<file path="src/rtl/sf_pkg.sv">
package sf_pkg;
    typedef enum logic [0:0] {RX_HUNT, RX_RUN} rx_state_e;
    typedef enum logic [1:0] {TX_WAIT, TX_SYNC, TX_DATA} tx_state_e;

    localparam logic [1:0] SYNC_LEN_EXT   = 2'b00;
    localparam logic [1:0] SYNC_LEN_SHORT = 2'b01;
endpackage

</file>
<file path="src/rtl/sf_line_sampler.sv">
module sf_line_sampler #(
    parameter int STAGES = 2
) (
    input  logic clk,
    input  logic rst_n,
    input  logic line_in,
    input  logic sync_mode,
    output logic sampled
);
    logic [STAGES-1:0] chain_d, chain_q;

    generate
        if (STAGES == 1) begin : g_single
            always_comb chain_d = line_in;
        end else begin : g_multi
            always_comb chain_d = {chain_q[STAGES-2:0], line_in};
        end
    endgenerate

    always_ff @(posedge clk or negedge rst_n) begin
        if (!rst_n) chain_q <= '0;
        else        chain_q <= chain_d;
    end

    // synchronous option: act on the line at the same edge as the data bit
    assign sampled = sync_mode ? line_in : chain_q[STAGES-1];
endmodule

</file>
<file path="src/rtl/sf_rx.sv">
module sf_rx
    import sf_pkg::*;
#(
    parameter int PAT_W  = 16,
    parameter int DATA_W = 8
) (
    input  logic              clk,
    input  logic              rst_n,
    input  logic              rx_bit,
    input  logic              start_line,
    input  logic [1:0]        len_code,
    input  logic [PAT_W-1:0]  pattern,
    input  logic              pulse_mode,
    output logic [DATA_W-1:0] rx_data,
    output logic              rx_valid
);
    localparam int SHORT_W = PAT_W / 2;
    localparam int CNT_W   = $clog2(DATA_W);
    localparam int FILL_W  = $clog2(PAT_W + 1);
    localparam logic [CNT_W-1:0]  CNT_LAST   = CNT_W'(DATA_W - 1);
    localparam logic [FILL_W-1:0] FILL_FULL  = FILL_W'(PAT_W);
    localparam logic [FILL_W-1:0] FILL_SHORT = FILL_W'(SHORT_W);

    typedef struct packed {
        rx_state_e         state;
        logic [PAT_W-1:0]  hist;
        logic [FILL_W-1:0] fill;
        logic [DATA_W-1:0] shreg;
        logic [CNT_W-1:0]  cnt;
        logic [DATA_W-1:0] data;
        logic              valid;
    } rx_regs_t;

    rx_regs_t q, d;

    logic              ext_mode;
    logic              hit;
    logic              store;
    logic [PAT_W-1:0]  hist_new;
    logic [FILL_W-1:0] fill_new;
    logic [DATA_W-1:0] sh_new;

    always_comb begin
        d        = q;
        d.valid  = 1'b0;
        ext_mode = (len_code == SYNC_LEN_EXT);
        hist_new = {q.hist[PAT_W-2:0], rx_bit};
        fill_new = (q.fill == FILL_FULL) ? q.fill : q.fill + FILL_W'(1);
        d.hist   = hist_new;
        d.fill   = fill_new;
        sh_new   = {q.shreg[DATA_W-2:0], rx_bit};
        if (len_code == SYNC_LEN_SHORT)
            hit = (hist_new[SHORT_W-1:0] == pattern[SHORT_W-1:0]) && (fill_new >= FILL_SHORT);
        else
            hit = (hist_new == pattern) && (fill_new == FILL_FULL);
        store = 1'b0;

        case (q.state)
            RX_HUNT: begin
                if (ext_mode) begin
                    if (start_line) begin
                        d.state = RX_RUN;
                        store   = 1'b1;
                    end
                end else if (hit) begin
                    d.state = RX_RUN;
                end
            end
            RX_RUN: begin
                if (ext_mode && !pulse_mode && !start_line) begin
                    d.state = RX_HUNT;
                    d.cnt   = '0;
                end else begin
                    store = 1'b1;
                end
            end
            default: d.state = RX_HUNT;
        endcase

        if (store) begin
            d.shreg = sh_new;
            if (q.cnt == CNT_LAST) begin
                d.data  = sh_new;
                d.valid = 1'b1;
                d.cnt   = '0;
            end else begin
                d.cnt = q.cnt + CNT_W'(1);
            end
        end
    end

    always_ff @(posedge clk or negedge rst_n) begin
        if (!rst_n) q <= '0;
        else        q <= d;
    end

    assign rx_data  = q.data;
    assign rx_valid = q.valid;
endmodule

</file>
<file path="src/rtl/sf_tx.sv">
module sf_tx
    import sf_pkg::*;
#(
    parameter int PAT_W  = 16,
    parameter int DATA_W = 8
) (
    input  logic              clk,
    input  logic              rst_n,
    input  logic              start_line,
    input  logic [1:0]        len_code,
    input  logic [PAT_W-1:0]  pattern,
    input  logic              pulse_mode,
    input  logic [DATA_W-1:0] tx_data,
    input  logic              tx_valid,
    output logic              tx_ready,
    output logic              tx_bit
);
    localparam int SHORT_W = PAT_W / 2;
    localparam int PIDX_W  = $clog2(PAT_W);
    localparam int CNT_W   = $clog2(DATA_W);

    typedef struct packed {
        tx_state_e         state;
        logic [PIDX_W-1:0] idx;
        logic [DATA_W-1:0] shreg;
        logic [CNT_W-1:0]  left;
        logic              busy;
        logic              bit_o;
    } tx_regs_t;

    tx_regs_t q, d;

    logic              ext_mode;
    logic              abort;
    logic [PIDX_W-1:0] top_idx;

    always_comb begin
        d        = q;
        ext_mode = (len_code == SYNC_LEN_EXT);
        abort    = ext_mode && !pulse_mode && !start_line;
        top_idx  = (len_code == SYNC_LEN_SHORT) ? PIDX_W'(SHORT_W - 1) : PIDX_W'(PAT_W - 1);
        tx_ready = (q.state == TX_DATA) && !q.busy && !abort;

        case (q.state)
            TX_WAIT: begin
                d.bit_o = 1'b1;
                if (ext_mode) begin
                    if (start_line) d.state = TX_DATA;
                end else if (tx_valid) begin
                    d.state = TX_SYNC;
                    d.bit_o = pattern[top_idx];
                    d.idx   = top_idx - PIDX_W'(1);
                end
            end
            TX_SYNC: begin
                d.bit_o = pattern[q.idx];
                if (q.idx == '0) d.state = TX_DATA;
                else             d.idx   = q.idx - PIDX_W'(1);
            end
            TX_DATA: begin
                if (abort) begin
                    d.state = TX_WAIT;
                    d.busy  = 1'b0;
                    d.bit_o = 1'b1;
                end else if (q.busy) begin
                    d.bit_o = q.shreg[DATA_W-1];
                    d.shreg = {q.shreg[DATA_W-2:0], 1'b0};
                    d.left  = q.left - CNT_W'(1);
                    if (q.left == CNT_W'(1)) d.busy = 1'b0;
                end else if (tx_valid) begin
                    d.bit_o = tx_data[DATA_W-1];
                    d.shreg = {tx_data[DATA_W-2:0], 1'b0};
                    d.left  = CNT_W'(DATA_W - 1);
                    d.busy  = 1'b1;
                end else begin
                    d.bit_o = 1'b1;
                end
            end
            default: begin
                d.state = TX_WAIT;
                d.bit_o = 1'b1;
            end
        endcase
    end

    always_ff @(posedge clk or negedge rst_n) begin
        if (!rst_n) begin
            q       <= '0;
            q.bit_o <= 1'b1;
        end else begin
            q <= d;
        end
    end

    assign tx_bit = q.bit_o;
endmodule

</file>
<file path="src/rtl/sync_framer_top.sv">
module sync_framer_top #(
    parameter int PAT_W       = 16,
    parameter int DATA_W      = 8,
    parameter int SYNC_STAGES = 2
) (
    input  logic              clk,
    input  logic              rst_n,
    input  logic              rx_bit,
    input  logic              cd_in,
    input  logic              cts_in,
    input  logic [1:0]        sync_len,
    input  logic [PAT_W-1:0]  sync_pattern,
    input  logic              rx_pulse,
    input  logic              tx_pulse,
    input  logic              rx_sync_sample,
    input  logic              tx_sync_sample,
    output logic [DATA_W-1:0] rx_byte,
    output logic              rx_valid,
    input  logic [DATA_W-1:0] tx_byte,
    input  logic              tx_valid,
    output logic              tx_ready,
    output logic              tx_bit
);
    logic cd_s, cts_s;

    sf_line_sampler #(.STAGES(SYNC_STAGES)) cd_samp_i (
        .clk(clk), .rst_n(rst_n), .line_in(cd_in),
        .sync_mode(rx_sync_sample), .sampled(cd_s)
    );

    sf_line_sampler #(.STAGES(SYNC_STAGES)) cts_samp_i (
        .clk(clk), .rst_n(rst_n), .line_in(cts_in),
        .sync_mode(tx_sync_sample), .sampled(cts_s)
    );

    sf_rx #(.PAT_W(PAT_W), .DATA_W(DATA_W)) rx_i (
        .clk(clk), .rst_n(rst_n), .rx_bit(rx_bit), .start_line(cd_s),
        .len_code(sync_len), .pattern(sync_pattern), .pulse_mode(rx_pulse),
        .rx_data(rx_byte), .rx_valid(rx_valid)
    );

    sf_tx #(.PAT_W(PAT_W), .DATA_W(DATA_W)) tx_i (
        .clk(clk), .rst_n(rst_n), .start_line(cts_s),
        .len_code(sync_len), .pattern(sync_pattern), .pulse_mode(tx_pulse),
        .tx_data(tx_byte), .tx_valid(tx_valid), .tx_ready(tx_ready), .tx_bit(tx_bit)
    );
endmodule

</file>
<file path="config.mk">
export PLATFORM = sky130hd
export DESIGN_NAME = sync_framer_top
export DESIGN_NICKNAME = d
export VERILOG_FILES = /design/src/rtl/sf_pkg.sv /design/src/rtl/sf_line_sampler.sv /design/src/rtl/sf_rx.sv /design/src/rtl/sf_tx.sv /design/src/rtl/sync_framer_top.sv
export SDC_FILE = /design/constraint.sdc
export NUM_CORES = 1
export LEC_CHECK = 0
export BUFFER_PORTS_ARGS = -buffer_cell sky130_fd_sc_hd__clkbuf_2
export CAP_MARGIN = 30
export CORE_ASPECT_RATIO = 1.4
export CORE_UTILIZATION = 60
export DETAILED_ROUTE_END_ITERATION = 8
export PLACE_DENSITY = 0.95
export SLEW_MARGIN = 20
export SYNTH_ARGS = -nofsm -noshare
export SYNTH_HDL_FRONTEND = slang
export SYNTH_HIERARCHICAL = 1
export SYNTH_SLANG_ARGS = --single-unit
</file>
<file path="constraint.sdc">
create_clock -name clk -period 4.3 [get_ports clk]
set_input_delay 0.645 -clock clk [delete_from_list [all_inputs] [get_ports clk]]
set_output_delay 0.645 -clock clk [all_outputs]
set_load 0.01 [all_outputs]
</file>
==> results of run 1 <==
sequential cells by signal, indices dropped and copies added (netlist names):
register,cells
cd_samp_i/chain_q,2
cts_samp_i/chain_q,2
rx_i/d,15
rx_i/q,16
rx_i/rx_data,8
rx_i/rx_valid,1
tx_i/q,17
tx_i/tx_bit,1
logic make-up after synthesis:
family,after synthesis,share of synthesized area (%)
AND/OR/NAND/NOR,58,12.2
flip-flops,62,50.6
adder cells (fa/ha/maj),7,2.86
buffers and inverters,26,5.06
AO/OA/AOI/OAI,50,11.5
XOR/XNOR,20,5.71
multiplexers,30,12.0
layout by cell type (no fill, tap or decap), types with 3 or more instances in the layout:
| cell | instances |
|---|---|
| mux2_4 | 3 |
| xor2_1 | 9 |
| a31oi_1 | 7 |
| clkbuf_2 | 46 |
| mux2_2 | 16 |
| a22oi_1 | 6 |
| a21oi_1 | 5 |
| mux2i_1 | 9 |
| nand2_1 | 9 |
| nor3b_1 | 6 |
| dfrtp_1 | 61 |
| nor2_1 | 8 |
| clkinv_2 | 3 |
| o21ai_0 | 8 |
| nand2_2 | 4 |
| nor2b_1 | 8 |
| ha_1 | 7 |
| o22ai_1 | 3 |
| clkbuf_8 | 11 |
| o21ai_1 | 5 |
| nor4_1 | 3 |
| xnor2_1 | 11 |
| inv_1 | 11 |
power by group:
group | total (mW) | switching [mW] | internal [mW]
logic | 0.529 | 0.245 | 0.283
registers | 0.899 | 0.160 | 0.740
clock network | 0.512 | 0.216 | 0.296
final cells by class:
| class | count | share of cell area [%] |
|---|---|---|
| Clock inverter | 4 | 1.30 |
| Inverter | 11 | 1.19 |
| Sequential cell | 62 | 44.7 |
| Tap cell | 64 | 2.31 |
| Multi-Input combinational cell | 165 | 39.1 |
| Timing Repair Buffer | 47 | 6.85 |
| Clock buffer | 12 | 4.47 |
routing by layer:
layer | vias to the layer above | wire [um] | GRT usage (%) | share of wire [%]
met2 | 63 | 2930 | 39.2 | 49
li1 | 989 | - | - | -
met3 | 19 | 285 | 7.37 | 4.7
met4 | 0 | 211 | 15.2 | 3.5
met1 | 1031 | 2600 | 30.2 | 43
met5 | - | 0 | 0 | 0
worst max-delay path by stage:
stage	from	end	slack, ps
6_report	tx_sync_sample	tx_ready	1750
5_1_grt	tx_sync_sample	tx_ready	1680
4_1_cts	tx_sync_sample	tx_ready	1740
3_5_place_dp	tx_sync_sample	tx_ready	1740
3_3_place_gp	tx_sync_sample	tx_ready	1770
2_1_floorplan	tx_sync_sample	tx_ready	2030
critical path, delay by kind of cell:
| kind | cells | cell delay [ps] |
|---|---|---|
| muxes | 1 | 300 |
| buffers and inverters | 2 | 240 |
| and+or+nand+nor | 3 | 720 |
==> impl_metrics.csv, run 1 <==
group,metric,value,unit
logic_synthesis,synth_warnings,6,
timing,setup_slack,1750,ps
logic_synthesis,syn_avg_cell_area,12.1,um2
global_route,gr-total-overflow,0,
logic_synthesis,ys_seq_area_share,50.6,%
timing,max-slew-margin-rel,54.2,%
worst_setup_path,max_stage_delay,450,ps
clock_tree,clock_path_buffers,2,
logic_synthesis,ys_ff_latch,62,
worst_setup_path,reg2regPathDepth,4,
timing,worst_slew_pin_slew,687,ps
worst_hold_path,hold_path_class,"in -> async",
timing,slew_violations,0,
worst_setup_path,path_cells,"clkbuf_2 > mux2_4 > or4_4 > nand2_2 > nor2_1 > clkbuf_2",
status,status,"finished, final reports clean",
worst_setup_path,reg2reg_slack,2470,ps
die,fp.dieArea,0.00540,mm2
finish,post-route-cell-area,0.00347,mm2
global_route,antenna_found_initial,0,
die,die_w,62.4,um
worst_setup_path,startpoint_type,"input port",
worst_setup_path,cp_common_cell,"clkbuf_2",
global_route,grt_pass1_vias,2170,
logic_synthesis,ys.flop_type,"dfrtp_1",
drt,firstDrtPassIters,4,
global_route,grt_max_degree,38,
power_and_ir_drop,p_leak,1.64,nW
finish,multi_input_area,0.00136,mm2
worst_setup_path,required,3650,ps
placement,place_worst_setup_slack,1740,ps
drt,wl,6030,um
placement,place_congestion,0.833,
clock_tree,cts_max_level,3,
logic_synthesis,syn_inst,253,
run,drv_cap,0,
timing,fin_crit_sh,59.4,%
timing,rsz0062_at_grt,"no",
placement,dpl_cell_area,0.00327,mm2
timing,max_freq,392,MHz
drt,drtIter0Drc,162,
logic_synthesis,synth.distinct_cells,56,
power_and_ir_drop,cellPowerDensity,559,mW/mm2
clock_tree,cts_resized,0,
finish,syn2layout_area_growth,13.2,%
logic_synthesis,synth-async-reset-ratio,100,%
drt,vias_per_cell,5.76,
clock_tree,cts_tree,"built",
finish,final_util,71.1,%
logic_synthesis,synth_most_common_cell,"dfrtp_1",
drt,drc,0,
clock_tree,clkSinkCount,62,
logic_synthesis,syn-cell-area,0.00307,mm2
power_and_ir_drop,ir_drop,0.335,mV
timing,worst_clock_skew,9.54,ps
logic_synthesis,synth.top_cell.area_share,49.8,%
finish,fin_nets,339,
logic_synthesis,yosys.area.top_type,"dfrtp_1",
timing,setup_viol,0,
global_route,grt_pass1_wl,9980,um
logic_synthesis,synth_common_cells,"dfrtp_1 (61), mux2_2 (16), inv_1 (11), xnor2_1 (11)",
clock_tree,clk-insertion-delay-late,340,ps
finish,drive_gt1_share,32.9,%
worst_setup_path,arrival,1910,ps
clock_tree,clk_pin_slew,70,ps
die,coreArea,0.00488,mm2
clock_tree,ctsRootBufferMaster,"clkbuf_8",
logic_synthesis,synth_edf_count,0,
drt,final_antenna_net_count,0,
timing,hold_viol,0,
die,rows,30,
die,boundaryPins,47,
logic_synthesis,synthTopCellsByArea,"dfrtp_1 (50%), mux2_2 (5.9%), xnor2_1 (3.1%), mux2i_1 (2.9%), ha_1 (2.9%)",
timing,fin_tns_setup,0,ps
placement,hpwl,4290,um
global_route,grtUsageTotal,24.9,%
placement,port_buffers,46,
timing,worst_hold_slack,337,ps
worst_setup_path,r2r_end,"tx_i/tx_bit",
drt,wl_per_cell,16.5,um
clock_tree,ctsHoldBuffers,0,
worst_setup_path,timing.rr.start,"tx_i/q[15]",
placement,dp_cells,349,
worst_setup_path,critical_path.max_fanout,10,
power_and_ir_drop,finalPower,1.94,mW
finish,ff_latch_area,0.00155,mm2
logic_synthesis,synthesis.nets,296,
worst_setup_path,crit_path_top_delay_cell,"or4_4",
worst_setup_path,criticalPathCategory,"in -> out",
die,die_h,86.6,um
finish,n_antenna_cell,0,
die,initial_core_util,62.8,%
timing,finalCriticalPeriod,2550,ps
finish,fillers,368,
clock_tree,cts_buffers,9,
drt,via_count,2102,
worst_setup_path,endpoint_kind,"output pin",
finish,stdcell_count,365,
clock_tree,post-cts-setup-buffers,0,
No activity file was read; power rests on OpenSTA's default activity.
==> run 2: changes to the inputs <==
--- a/config.mk
+++ b/config.mk
@@ -8,9 +8,9 @@
 export BUFFER_PORTS_ARGS = -buffer_cell sky130_fd_sc_hd__clkbuf_2
 export CAP_MARGIN = 30
 export CORE_ASPECT_RATIO = 1.4
-export CORE_UTILIZATION = 60
+export CORE_UTILIZATION = 56
 export DETAILED_ROUTE_END_ITERATION = 8
-export PLACE_DENSITY = 0.95
+export PLACE_DENSITY = 0.91
 export SLEW_MARGIN = 20
 export SYNTH_ARGS = -nofsm -noshare
 export SYNTH_HDL_FRONTEND = slang
==> constraint.sdc (replaced) <==
create_clock -name clk -period 2.4 [get_ports clk]
set_input_delay 0.36 -clock clk [delete_from_list [all_inputs] [get_ports clk]]
set_output_delay 0.36 -clock clk [all_outputs]
set_load 0.01 [all_outputs]
==> run 2 against run 1 <==
  * Clock skew down 3.6 ps
  * Highest routed layer unchanged
  * Final area down 0.25%
  * Power up 76%
  * Hold slack worse by 190 ps
  * Core utilization down 5.0 points
==> impl_metrics.csv, run 2 (synthesis gave the netlist of run 1 again) <==
group,metric,value,unit
clock_tree,cts_max_level,3,
finish,layout_common_cells,"dfrtp_1 (61), clkbuf_2 (46), mux2_2 (16), xnor2_1 (11), inv_1 (11)",
placement,place_congestion,0.814,
worst_setup_path,r2r_end,"tx_i/q[15]",
global_route,gr-total-overflow,0,
finish,regMostFlops,"tx_i/q",
die,coreArea,0.00524,mm2
finish,syn2layout_area_growth,12.9,%
status,status,"finished, final reports clean",
global_route,grt_max_degree,63,
worst_hold_path,min_to,"cts_samp_i/chain_q[0]",
global_route,grtUsageTotal,22.2,%
timing,worst_slew_pin_slew,747,ps
clock_tree,clk_pin_slew,70,ps
power_and_ir_drop,finalPower,3.41,mW
finish,fin_nets,339,
worst_setup_path,criticalPathCategory,"reg -> out",
worst_hold_path,holdPathStages,1,
clock_tree,cts_resized,0,
clock_tree,post-cts-setup-buffers,0,
placement,hpwl,4020,um
clock_tree,clk-insertion-delay-late,330,ps
clock_tree,cts_buffers,9,
worst_setup_path,path_cells,"mux2_4 > or4_4 > nand2_2 > nor2_1 > clkbuf_2",
drt,wl,5710,um
clock_tree,ctsHoldBuffers,0,
worst_setup_path,reg2regPathDepth,6,
finish,final_util,66.1,%
drt,drc,0,
global_route,grt_pass1_vias,1988,
drt,wl_per_cell,15.6,um
worst_setup_path,endpoint_kind,"output pin",
die,initial_core_util,58.6,%
placement,place_worst_setup_slack,406,ps
global_route,grt_pass1_wl,9430,um
timing,finalCriticalPeriod,2210,ps
timing,worst_clock_skew,5.92,ps
worst_setup_path,crit_path_top_delay_cell,"or4_4",
worst_hold_path,hold_path_class,"in -> reg",
finish,n_antenna_cell,0,
timing,fin_crit_sh,91.9,%
drt,vias_per_cell,5.69,
drt,drtIter0Drc,142,
worst_setup_path,critical_path.max_fanout,10,
finish,largest_reg_flops,17,
die,rows,31,
worst_setup_path,max_stage_delay,450,ps
timing,worst_hold_slack,150,ps
worst_setup_path,timing.rr.start,"tx_i/q[17]",
timing,max_freq,453,MHz
die,die_h,89.6,um
die,boundaryPins,47,
finish,drive_gt1_share,33.2,%
timing,max-slew-margin-rel,50.2,%
power_and_ir_drop,ir_drop,0.685,mV
clock_tree,clock_path_buffers,2,
power_and_ir_drop,p_leak,1.62,nW
timing,slew_violations,0,
finish,final_common_cell,"dfrtp_1",
timing,setup_viol,0,
worst_setup_path,crit_family,"simple AND/OR/NAND/NOR gates",
placement,port_buffers,46,
timing,hold_viol,0,
clock_tree,ctsRootBufferMaster,"clkbuf_8",
die,fp.dieArea,0.00578,mm2
worst_setup_path,critPathBufInv,1,
timing,rsz0062_at_grt,"no",
timing,setup_slack,195,ps
run,drv_cap,0,
power_and_ir_drop,cellPowerDensity,985,mW/mm2
clock_tree,clkSinkCount,62,
worst_setup_path,reg2reg_slack,670,ps
worst_hold_path,hp-start,"cts_in",
worst_setup_path,required,2040,ps
drt,via_count,2089,
die,die_w,64.5,um
clock_tree,cts_tree,"built",
global_route,antenna_found_initial,0,
worst_setup_path,arrival,1850,ps
drt,final_antenna_net_count,0,
timing,fin_tns_setup,0,ps
worst_setup_path,startpoint_type,"flip-flop",
drt,firstDrtPassIters,4,
run 2: area by class of cell:
cell class | instances | area, um2
clock buffer | 9 | 124
clock inverter | 7 | 65.1
fill | 392 | 1770
inverter | 11 | 41.3
multi-input combinational | 165 | 1360
sequential | 62 | 1550
tap | 66 | 82.6
timing repair buffer | 47 | 238
run 2: through the flow:
stage          instances  instance area, um2
2_1_floorplan        253                3070
3_3_place_gp         351                3270
3_5_place_dp         351                3270
4_1_cts              367                3460
5_1_grt              367                3460
6_report             367                3460
run 2: worst max path at each step:
stage                          startpoint         end  slack (ps)  cells after the start
finish              cts_samp_i/chain_q[1]    tx_ready         190                      5
global route        cts_samp_i/chain_q[1]    tx_ready         100                      5
CTS                 cts_samp_i/chain_q[1]    tx_ready         170                      5
detailed placement         tx_sync_sample    tx_ready         410                      6
global placement           tx_sync_sample    tx_ready         440                      6
floorplan                  tx_sync_sample  tx_i/q[12]         690                      6
run 2: worst reg2reg max path, stage by stage (launching register included):
cell and delay, ps:
dfrtp_1 500, or2b_2 380, nor2_1 160, ha_1 220, nor2b_1 140, o21ai_0 90, o2bb2ai_1 130
run 2: layer usage:
metal  vias up  track usage (%)  part of all wire [%]
li1        985                -                     -
met1      1031             28.3                    44
met2        66             34.1                    50
met3         7             7.02                   5.5
met4         0             11.3                   1.1
met5         -                0                     0
run 2: where the power goes:
| part | total [mW] | internal (mW) | switching [mW] |
|---|---|---|---|
| clock | 0.873 | 0.471 | 0.402 |
| combinational | 0.942 | 0.509 | 0.434 |
| sequential | 1.59 | 1.33 | 0.268 |
==> run 3: changes to the inputs <==
--- a/config.mk
+++ b/config.mk
@@ -8,9 +8,9 @@
 export BUFFER_PORTS_ARGS = -buffer_cell sky130_fd_sc_hd__clkbuf_2
 export CAP_MARGIN = 30
 export CORE_ASPECT_RATIO = 1.4
-export CORE_UTILIZATION = 56
+export CORE_UTILIZATION = 51
 export DETAILED_ROUTE_END_ITERATION = 8
-export PLACE_DENSITY = 0.91
+export PLACE_DENSITY = 0.88
 export SLEW_MARGIN = 20
 export SYNTH_ARGS = -nofsm -noshare
 export SYNTH_HDL_FRONTEND = slang
==> constraint.sdc (replaced) <==
create_clock -name clk -period 1.98 [get_ports clk]
set_input_delay 0.297 -clock clk [delete_from_list [all_inputs] [get_ports clk]]
set_output_delay 0.297 -clock clk [all_outputs]
set_load 0.01 [all_outputs]
==> run 3 against run 2 <==
  * The run now ends with setup timing left
  * Count of clock-buffer cells in the layout up 4
  * Die area increased by 9.5%
  * Global-route usage fell by 0.071 points
  * Critical path depth stayed put
  * Non-clock buffer count up 4
  * Clock power is 28% higher
  * Via count up 2.7%
  * Sequential cell count unchanged
  * Critical path type unchanged
  * Critical endpoint unchanged
  * Highest routed layer unchanged
==> impl_metrics.csv, run 3 (synthesis gave the netlist of run 1 again) <==
group,metric,value,unit
global_route,grtUsageTotal,22.1,%
timing,worst_clock_skew,7.15,ps
die,fp.dieArea,0.00633,mm2
power_and_ir_drop,internal_power,2.89,mW
worst_setup_path,criticalPathCategory,"reg -> out",
worst_setup_path,endpoint_kind,"output pin",
drt,wl_per_cell,17.0,um
drt,final_antenna_net_count,0,
finish,final_common_cell,"dfrtp_1",
placement,port_buffers,46,
timing,max_freq,485,MHz
run,drv_cap,0,
worst_setup_path,crit_path_top_delay_cell,"or4_4",
drt,vias_per_cell,5.72,
worst_setup_path,required,1680,ps
drt,firstDrtPassIters,4,
drt,wl_met2,3300,um
global_route,gr-total-overflow,0,
global_route,grt_pass1_wl,10100,um
timing,fin_crit_sh,104,%
die,die_h,93.8,um
power_and_ir_drop,cellPowerDensity,1200,mW/mm2
drt,dr_wl_met3,353,um
status,status,"finished with violations",
power_and_ir_drop,switchingPower,1.36,mW
worst_setup_path,path_cells,"mux2_4 > or4_4 > nand2_4 > nor2_2 > clkbuf_2",
power_and_ir_drop,pwr-share-seq,46.0,%
finish,fin_nets,343,
timing,setup_viol,1,
global_route,grt_max_degree,47,
worst_setup_path,critical_path.max_fanout,5,
timing,rsz0062_at_grt,"yes",
drt,drc,0,
clock_tree,post-cts-setup-buffers,0,
worst_setup_path,critPathBufInv,1,
clock_tree,cts_buffers,9,
die,initial_core_util,52.7,%
die,rows,33,
clock_tree,cts_max_level,3,
die,die_w,67.5,um
finish,post-route-cell-area,0.00353,mm2
timing,fin_tns_setup,-83.0,ps
global_route,antenna_found_initial,0,
drt,via_count,2145,
finish,regMostFlops,"tx_i/q",
clock_tree,cts_tree,"built",
placement,place_congestion,0.773,
power_and_ir_drop,p_clk_share,26.4,%
worst_setup_path,max_stage_delay,470,ps
clock_tree,clk_pin_slew,60,ps
worst_hold_path,hold_path_class,"in -> reg",
worst_setup_path,crit_family,"simple AND/OR/NAND/NOR gates",
drt,wl_met1,2550,um
clock_tree,ctsRootBufferMaster,"clkbuf_8",
placement,dpl_cell_area,0.00331,mm2
clock_tree,clkSinkCount,62,
timing,hold_viol,0,
finish,layout_common_cells,"dfrtp_1 (61), clkbuf_2 (46), mux2_2 (16)",
clock_tree,clk-insertion-delay-late,340,ps
finish,largest_reg_flops,17,
die,coreArea,0.00582,mm2
power_and_ir_drop,p_leak,1.65,nW
drt,drtIter0Drc,91,
power_and_ir_drop,swShare,32.0,%
power_and_ir_drop,ir_drop,0.717,mV
drt,top_layer,"met4",
clock_tree,clock_path_buffers,2,
global_route,grt_pass1_vias,2214,
timing,max-slew-margin-rel,66.9,%
timing,setup_slack,-83.0,ps
drt,wl,6380,um
die,boundaryPins,47,
finish,drive_gt1_share,33.4,%
status,violations,"setup timing",
placement,hpwl,4600,um
power_and_ir_drop,comb_power_share,27.7,%
finish,n_antenna_cell,0,
finish,syn2layout_area_growth,15.2,%
finish,fillers,450,
timing,finalCriticalPeriod,2060,ps
worst_setup_path,arrival,1770,ps
timing,slew_violations,0,
timing,worst_slew_pin_slew,491,ps
worst_setup_path,startpoint_type,"flip-flop",
==> run 3: changes by cell type in the layout (fill, tap and decap cells not counted), moves of 2 or more <==
cell / delta
clkbuf_8: +2
clkinv_2: -3
buf_4: +2
clkbuf_1: +2
==> run 3: timing repair <==
item | 4_1_cts | 5_1_grt
endpoints found under the hold margin | 15 | 0
endpoints found under the setup margin | 1 | 1
pin swaps | 0 | 0
hold buffers | 1 | 0
resized for setup | 2 | 0
==> run 3: final timing paths <==
kind                                       start                    end  slack, ps  cells past startpoint
max                        cts_samp_i/chain_q[1]               tx_ready        -80                      5
min                                        cd_in   cd_samp_i/chain_q[0]         90                      1
max reg2reg                cts_samp_i/chain_q[1]              tx_i/q[2]        160                      5
min reg2reg                cts_samp_i/chain_q[0]  cts_samp_i/chain_q[1]        350                      0
max in group asynchronous                  rst_n             rx_i/d[33]        930                      3
min in group asynchronous                  rst_n              tx_i/q[8]        440                      2
==> run 3: power groups by stage <==
stage | clock [mW] | combinational [mW] | sequential [mW]
2_1_floorplan | 0 | 1.06 | 1.80
3_3_place_gp | 0 | 1.11 | 1.94
3_5_place_dp | 0 | 1.17 | 1.96
4_1_cts | 1.15 | 1.18 | 1.95
5_1_grt | 1.18 | 1.30 | 2.00
6_report | 1.12 | 1.18 | 1.95
==> run 3: metal layers <==
metal / GRT usage (%) / up-vias
met5: 0 / -
met4: 12.9 / 0
met3: 6.43 / 16
met2: 36.4 / 82
met1: 24.6 / 1055
li1: - / 992
==> run 3: final cells by class <==
class                           count  area [um2]  area share, %
Inverter                           11        41.3           1.17
Tap cell                           70        87.6           2.48
Sequential cell                    62        1550           44.0
Clock inverter                      3        42.5           1.20
Multi-Input combinational cell    165        1370           38.7
Clock buffer                       13         159           4.50
Timing Repair Buffer               51         283           8.01
==> run 3: per-stage QoR <==
| step | utilization, % | hold WS (ps) | setup slack [ps] | std cells | power [mW] |
|---|---|---|---|---|---|
| floorplan | - | 1.41 | 313 | 253 | 2.86 |
| global placement | 56.9 | 265 | 215 | 358 | 3.05 |
| detailed placement | 56.9 | 274 | 137 | 358 | 3.13 |
| CTS | 60.7 | 71.7 | -95.7 | 375 | 4.28 |
| global route | 60.7 | 82.0 | -161 | 375 | 4.49 |
| finish | 60.7 | 89.5 | -83.0 | 375 | 4.25 |
